===== config.mk =====
export PLATFORM = sky130hd
export DESIGN_NAME = card_seq_top
export DESIGN_NICKNAME = d
export VERILOG_FILES = /design/src/rtl/card_seq_pkg.sv /design/src/rtl/card_host_latch.sv /design/src/rtl/card_power_gate.sv /design/src/rtl/card_fault_irq.sv /design/src/rtl/card_seq_fsm.sv /design/src/rtl/card_seq_top.sv
export SDC_FILE = /design/constraint.sdc
export NUM_CORES = 1
export LEC_CHECK = 0
export BUFFER_PORTS_ARGS = -buffer_cell sky130_fd_sc_hd__buf_2
export CORE_ASPECT_RATIO = 1.4
export CORE_MARGIN = 4
export CORE_UTILIZATION = 40
export CTS_CLUSTER_DIAMETER = 150
export CTS_CLUSTER_SIZE = 20
export DETAILED_ROUTE_END_ITERATION = 8
export PLACE_DENSITY = 0.55
export SLEW_MARGIN = 25
export SYNTH_ARGS = -nofsm -noshare
export SYNTH_HDL_FRONTEND = slang
export SYNTH_HIERARCHICAL = 1
export SYNTH_SLANG_ARGS = --single-unit

===== constraint.sdc =====
create_clock -name clk -period 2.6 [get_ports clk]
set_clock_uncertainty 0.05 [all_clocks]
set_input_delay 0 -clock clk [delete_from_list [all_inputs] [get_ports clk]]
set_output_delay 0 -clock clk [all_outputs]
set_load 0.02 [all_outputs]

===== src/rtl/card_seq_pkg.sv =====
package card_seq_pkg;

    typedef enum logic [2:0] {
        S_IDLE  = 3'd0,
        S_A_VCC = 3'd1,
        S_A_IO  = 3'd2,
        S_A_CLK = 3'd3,
        S_ON    = 3'd4,
        S_D_RST = 3'd5,
        S_D_CLK = 3'd6,
        S_D_IO  = 3'd7
    } seq_state_t;

    typedef struct packed {
        logic vcc;
        logic io;
        logic clk;
        logic rst;
    } card_pins_t;

    typedef struct packed {
        logic cmd_n;
        logic rstin;
        logic pwrdn;
    } host_in_t;

    localparam host_in_t HOST_RESET = '{cmd_n: 1'b1, rstin: 1'b0, pwrdn: 1'b0};

    function automatic logic in_session(input seq_state_t s);
        return (s == S_A_VCC) || (s == S_A_IO) || (s == S_A_CLK) || (s == S_ON);
    endfunction

    function automatic logic card_trouble(input logic present, input logic ocp,
                                          input logic otp, input logic uv);
        return !present || ocp || otp || uv;
    endfunction

endpackage


===== src/rtl/card_host_latch.sv =====
module card_host_latch
    import card_seq_pkg::*;
(
    input  logic     clk,
    input  logic     rst,
    input  logic     cs_n,
    input  host_in_t raw,
    output host_in_t held
);
    always_ff @(posedge clk) begin
        if (rst)       held <= HOST_RESET;
        else if (cs_n) held <= raw;
    end
endmodule


===== src/rtl/card_power_gate.sv =====
module card_power_gate #(
    parameter int LOCKOUT_CYC = 2000
) (
    input  logic clk,
    input  logic rst,
    input  logic pd_req,
    input  logic idle_ok,
    output logic pd_active,
    output logic ready
);
    localparam int LW = $clog2(LOCKOUT_CYC + 1);
    localparam logic [LW-1:0] LOCK_LD = LW'(LOCKOUT_CYC);

    logic [LW-1:0] lock_cnt;

    always_ff @(posedge clk) begin
        if (rst) begin
            pd_active <= 1'b0;
        end else if (pd_active) begin
            if (!pd_req) pd_active <= 1'b0;
        end else if (pd_req && idle_ok) begin
            pd_active <= 1'b1;
        end
    end

    always_ff @(posedge clk) begin
        if (rst || pd_active) lock_cnt <= LOCK_LD;
        else if (lock_cnt != '0) lock_cnt <= lock_cnt - 1'b1;
    end

    assign ready = (lock_cnt == '0) && !pd_active;
endmodule


===== src/rtl/card_fault_irq.sv =====
module card_fault_irq
    import card_seq_pkg::*;
(
    input  logic       clk,
    input  logic       rst,
    input  seq_state_t state,
    input  logic       trouble,
    input  logic       present,
    input  logic       ack,
    output logic       irq_n
);
    logic latched;
    logic set_now;

    assign set_now = in_session(state) && trouble;

    always_ff @(posedge clk) begin
        if (rst)          latched <= 1'b0;
        else if (set_now) latched <= 1'b1;
        else if (ack)     latched <= 1'b0;
    end

    assign irq_n = present && !latched;
endmodule


===== src/rtl/card_seq_fsm.sv =====
module card_seq_fsm
    import card_seq_pkg::*;
#(
    parameter int ACT_STEP   = 16,
    parameter int DEACT_STEP = 8
) (
    input  logic       clk,
    input  logic       rst,
    input  host_in_t   h,
    input  logic       ready,
    input  logic       irq_ok,
    input  logic       trouble,
    output seq_state_t state,
    output card_pins_t pins
);
    localparam int STEP_MAX = (ACT_STEP > DEACT_STEP) ? ACT_STEP : DEACT_STEP;
    localparam int CW = $clog2(STEP_MAX + 1);
    localparam logic [CW-1:0] ACT_LD = CW'(ACT_STEP - 1);
    localparam logic [CW-1:0] DEA_LD = CW'(DEACT_STEP - 1);

    logic [CW-1:0] cnt;
    logic          prev_cmd_n;
    logic          fall, start, stop;

    assign fall  = prev_cmd_n && !h.cmd_n;
    assign start = (state == S_IDLE) && fall && ready && irq_ok;
    assign stop  = in_session(state) && (h.cmd_n || trouble);

    always_ff @(posedge clk) begin
        if (rst) begin
            state      <= S_IDLE;
            pins       <= '0;
            cnt        <= '0;
            prev_cmd_n <= 1'b1;
        end else begin
            prev_cmd_n <= h.cmd_n;
            if (state == S_IDLE) begin
                if (start) begin
                    state    <= S_A_VCC;
                    pins.vcc <= 1'b1;
                    cnt      <= ACT_LD;
                end
            end else if (stop) begin
                state    <= S_D_RST;
                pins.rst <= 1'b0;
                cnt      <= DEA_LD;
            end else if (cnt != '0) begin
                cnt <= cnt - 1'b1;
            end else begin
                unique case (state)
                    S_A_VCC: begin
                        state   <= S_A_IO;
                        pins.io <= 1'b1;
                        cnt     <= ACT_LD;
                    end
                    S_A_IO: begin
                        state    <= S_A_CLK;
                        pins.clk <= 1'b1;
                        cnt      <= ACT_LD;
                    end
                    S_A_CLK: state <= S_ON;
                    S_ON:    pins.rst <= h.rstin;
                    S_D_RST: begin
                        state    <= S_D_CLK;
                        pins.clk <= 1'b0;
                        cnt      <= DEA_LD;
                    end
                    S_D_CLK: begin
                        state   <= S_D_IO;
                        pins.io <= 1'b0;
                        cnt     <= DEA_LD;
                    end
                    S_D_IO: begin
                        state    <= S_IDLE;
                        pins.vcc <= 1'b0;
                    end
                    default: state <= S_IDLE;
                endcase
            end
        end
    end
endmodule


===== src/rtl/card_seq_top.sv =====
module card_seq_top
    import card_seq_pkg::*;
#(
    parameter int LOCKOUT_CYC = 2000,
    parameter int ACT_STEP    = 16,
    parameter int DEACT_STEP  = 8
) (
    input  logic clk,
    input  logic rst,
    input  logic cs_n,
    input  logic cmd_n,
    input  logic host_rst,
    input  logic pwr_down,
    input  logic card_present,
    input  logic flt_ocp,
    input  logic flt_otp,
    input  logic flt_uv,
    output logic vcc_en,
    output logic io_en,
    output logic clk_en,
    output logic card_rst,
    output logic irq_n,
    output logic irq_oe,
    output logic pd_active
);
    host_in_t   raw, held;
    seq_state_t state;
    card_pins_t pins;
    logic       ready, trouble, irq_val;

    assign raw     = '{cmd_n: cmd_n, rstin: host_rst, pwrdn: pwr_down};
    assign trouble = card_trouble(card_present, flt_ocp, flt_otp, flt_uv);

    card_host_latch u_latch (
        .clk(clk), .rst(rst), .cs_n(cs_n), .raw(raw), .held(held)
    );

    card_power_gate #(.LOCKOUT_CYC(LOCKOUT_CYC)) u_pwr (
        .clk(clk), .rst(rst), .pd_req(held.pwrdn),
        .idle_ok((state == S_IDLE) && held.cmd_n),
        .pd_active(pd_active), .ready(ready)
    );

    card_fault_irq u_irq (
        .clk(clk), .rst(rst), .state(state), .trouble(trouble),
        .present(card_present), .ack(held.cmd_n), .irq_n(irq_val)
    );

    card_seq_fsm #(.ACT_STEP(ACT_STEP), .DEACT_STEP(DEACT_STEP)) u_fsm (
        .clk(clk), .rst(rst), .h(held), .ready(ready), .irq_ok(irq_val),
        .trouble(trouble), .state(state), .pins(pins)
    );

    assign vcc_en   = pins.vcc;
    assign io_en    = pins.io;
    assign clk_en   = pins.clk;
    assign card_rst = pins.rst;
    assign irq_n    = irq_val;
    assign irq_oe   = cs_n;
endmodule


==> summary.md <==
| Metric | Value |
|---|---|
| Detail Route Antenna Nets | 0 |
| H-tree lvl count | 2 |
| Drt drc | 0 |
| Crit end category | register |
| Final cell count without fillers | 242 |
| Clk_lat worst skew | 0.28 ns |
| Area Overhead vs Synth | 14.9% |
| CP max FO | 5 |
| R2R setup slack | 0.24 ns |
| Root buf cell | clkbuf_8 |
| Crit start category | register |
| Final hold violation count | 0 |
| Initial antenna violation count | 0 |
| Post-Syn Area per Cell | 8.84 µm² |
| Largest net degree at the start of global routing | 21 |
| Max Freq | 424 MHz |
| Post-synthesis cell type count | 57 |
| VDD IR max | 461 µV |
| Unrepaired setup endpoints after global routing | no |
| Post-route cell area | 0.00182 mm² |
| Status | complete, no violations |
| Hold WC Path Type | input pin to register |
| Sequential power share | 37.8% |
| Drt wl/cell | 14.4 µm |
| Largest stage delay, worst path | 0.40 ns |
| Resized Gates After CTS | 0 |
| Tmin final | 2.36 ns |
| Worst EP arrival | 2.51 ns |
| Max Slew Vio Count | 0 |
| Pwr dens | 912 mW/mm² |
| GR Overflow Total | 0 |
| Cts bufs inserted | 5 |
| Crit share post-route | 90.7% |
| Fin nets | 212 |
| Worst setup path class | register to register |
| Worst-Margin Slew | 0.523 ns |
| Initial core utilization | 42.3% |
| Initial drt markers | 71 |
| Comb pwr share | 37.8% |
| Die width | 61.2 µm |
| Cells after Synth | 179 |
| I/O pin count | 17 |
| Leak | 0.712 nW |
| Placed cell count | 230 |
| GR Util All Layers | 15.4% |
| Net Sw Frac | 37.1% |
| Synth async-reset ratio | 0% |
| Syn Std Cell Area | 0.00158 mm² |
| Yosys reg bits | 29 |
| Global-route wire length before repair | 5770 µm |
| Post-DP HPWL | 2600 µm |
| Slew headroom | 65.1% |
| Ys Warns | 6 |
| Worst slack at placement | 0.254 ns |
| Syn Nets | 192 |
| Port Buffers | 16 |
| Diode count | 0 |
| Final WS setup | 0.241 ns |
| Pint | 0.00104 W |
| CTS tree | yes |
| Row cnt | 26 |
| Fillers | 361 |
| Die height | 82.4 µm |
| Die area | 0.00504 mm² |
| Gpl congestion | 0.783 |
| Vias per Instance | 5.76 |
| Detailed Routing Iterations Pass 1 | 4 |
| Area of the core | 0.00374 mm² |
| CP max-delay cell | or4_1 |
| Clk buf depth | 2 |
| Clock share of power | 24.4% |
| EDFF count, synth | 0 |
| Required @ worst endpoint | 2.76 ns |
| Seq/Total Area, Yosys | 36.7% |
| Final setup viols | 0 |
| Setup_tns | 0 ns |
| CTS sink cnt | 29 |
| Primary FF master, synth | dfxtp_1 |
| Reg clk slew, reported paths | 0.06 ns |
| Share of layout cells above drive strength 1 | 20.5% |
| Area after DPL | 0.00168 mm² |
| CP cell instances | inv_1 > ha_1 > nor4b_2 > nand3_1 > nor2_1 > nand4b_1 > nor2b_1 > or4_1 > a31oi_1 |
| Sw Pwr | 0.000615 W |
| Final WL | 3490 µm |
| Max-cap violations | 0 |
| Vias | 1395 |
| Vias in the first global route | 1316 |
| Post-route total power | 0.00166 W |
path summary, 6_finish.rpt:
path                           from              end  cells past startpoint
setup reg to reg  u_pwr/lock_cnt[0]     u_fsm/cnt[2]                      9
hold reg to reg       u_fsm/pins[2]    u_fsm/pins[2]                      2
hold / removal                 cs_n  u_latch/held[0]                      3
setup / recovery  u_pwr/lock_cnt[0]     u_fsm/cnt[2]                      9
critical path: cells and delay by family (launching register included):
family	cells	cell delay, ns
AO/OA/AOI/OAI	1	0.17
buffers and inverters	1	0.11
AND/OR/NAND/NOR	6	1.47
adder cells (fa/ha/maj)	1	0.17
flip-flops	1	0.33
final cells by class:
class                   count  area [µm²]  share of cell area [%]
multi-input cells         134         927                    51.0
flip-flops and latches     29         581                    31.9
repair buffers             21         128                    7.02
clock buffers               7        96.3                    5.30
well taps                  42        52.6                    2.89
inverters                   8        30.0                    1.65
clock inverters             1        5.00                   0.275
layout by cell type, fill, tap and decap left out, drive strengths merged, types with 2 or more instances in the layout:
| cell | n |
|---|---|
| a221oi | 5 |
| a31oi | 2 |
| ha | 3 |
| or4 | 2 |
| a32oi | 2 |
| nand2 | 9 |
| nand3 | 7 |
| nor4 | 3 |
| and2 | 2 |
| o31ai | 6 |
| inv | 8 |
| nand3b | 3 |
| clkbuf | 7 |
| xor2 | 2 |
| nand2b | 3 |
| nor4b | 4 |
| dfxtp | 29 |
| or3 | 6 |
| dlygate4sd3 | 4 |
| nor2b | 4 |
| or4b | 2 |
| nor2 | 19 |
| mux2i | 5 |
| o21ai | 4 |
| buf | 17 |
| nor3 | 4 |
| or2 | 5 |
| a21oi | 14 |
state kept, by name (all words and copies together), names as in the netlist:
signal	cells
u_fsm/cnt	5
u_fsm/pins	4
u_fsm/prev_cmd_n	1
u_fsm/state	3
u_irq/latched	1
u_latch/held	3
u_pwr/lock_cnt	11
u_pwr/pd_active	1
cells in the mapped netlist (all sizes together), types with 2 or more instances:
cell    instances  share of area [%]
clkbuf          2               0.47
o21ai           4                1.3
nor4            3                2.0
mux2i           5                3.2
nand2           9                2.1
a21oi          14                4.7
or3             6                2.8
xor2            2                1.1
a221oi          5                3.6
or2             5                2.0
or4b            2                1.5
and2            2               0.79
nor2b           4                1.6
inv             8                1.9
nor4b           4                3.6
dfxtp          29                 37
a31oi           2               0.79
nand3b          3                1.4
nor3            4                1.3
ha              3                2.4
a32oi           2                1.1
nand2b          3                1.2
or4             2               0.95
o31ai           6                2.8
buf             6                2.4
nor2           19                4.5
nand3           7                2.2
stage by stage:
step / hold slack [ns] / utilization, %
2_1_floorplan: 0.0224 / -
3_3_place_gp: 0.157 / 44.8
3_5_place_dp: 0.171 / 44.8
4_1_cts: 0.00764 / 48.6
5_1_grt: 0.0510 / 48.6
6_report: 0.0143 / 48.6
routing by layer:
metal	routed length, µm	vias to the layer above	global-route usage, %
met1	1430	674	17.1
met5	0	-	0
li1	-	697	-
met2	1910	16	27.1
met4	70	0	6.51
met3	80	8	3.73
power by group through the flow:
stage | clock (W) | combinational, W | sequential, W
final | 0.000405 | 0.000627 | 0.000628
after detailed placement | 0 | 0.000622 | 0.000635
after CTS | 0.000420 | 0.000629 | 0.000625
after global placement | 0 | 0.000612 | 0.000631
after global routing | 0.000437 | 0.000701 | 0.000640
after floorplan | 0 | 0.000538 | 0.000583
repair_timing:
item                                   4_1_cts  5_1_grt
buffers inserted                             0        0
setup endpoints to repair                    0        0
hold buffers                                 4        0
endpoints found under the hold margin        3        0
cell families (layout without fill, tap and decap cells):
group                    count (synthesis)  in the layout  share of synthesized area, %
AND/OR/NAND/NOR                         81             81                          32.4
AO/OA/AOI/OAI                           41             41                          18.3
flip-flops                              29             29                          36.7
buffers and inverters                   16             37                          4.74
multiplexers                             5              5                          3.16
adder cells (fa/ha/maj)                  4              4                          3.00
XOR/XNOR                                 3              3                          1.66
Power figures use the tool's default switching activity.
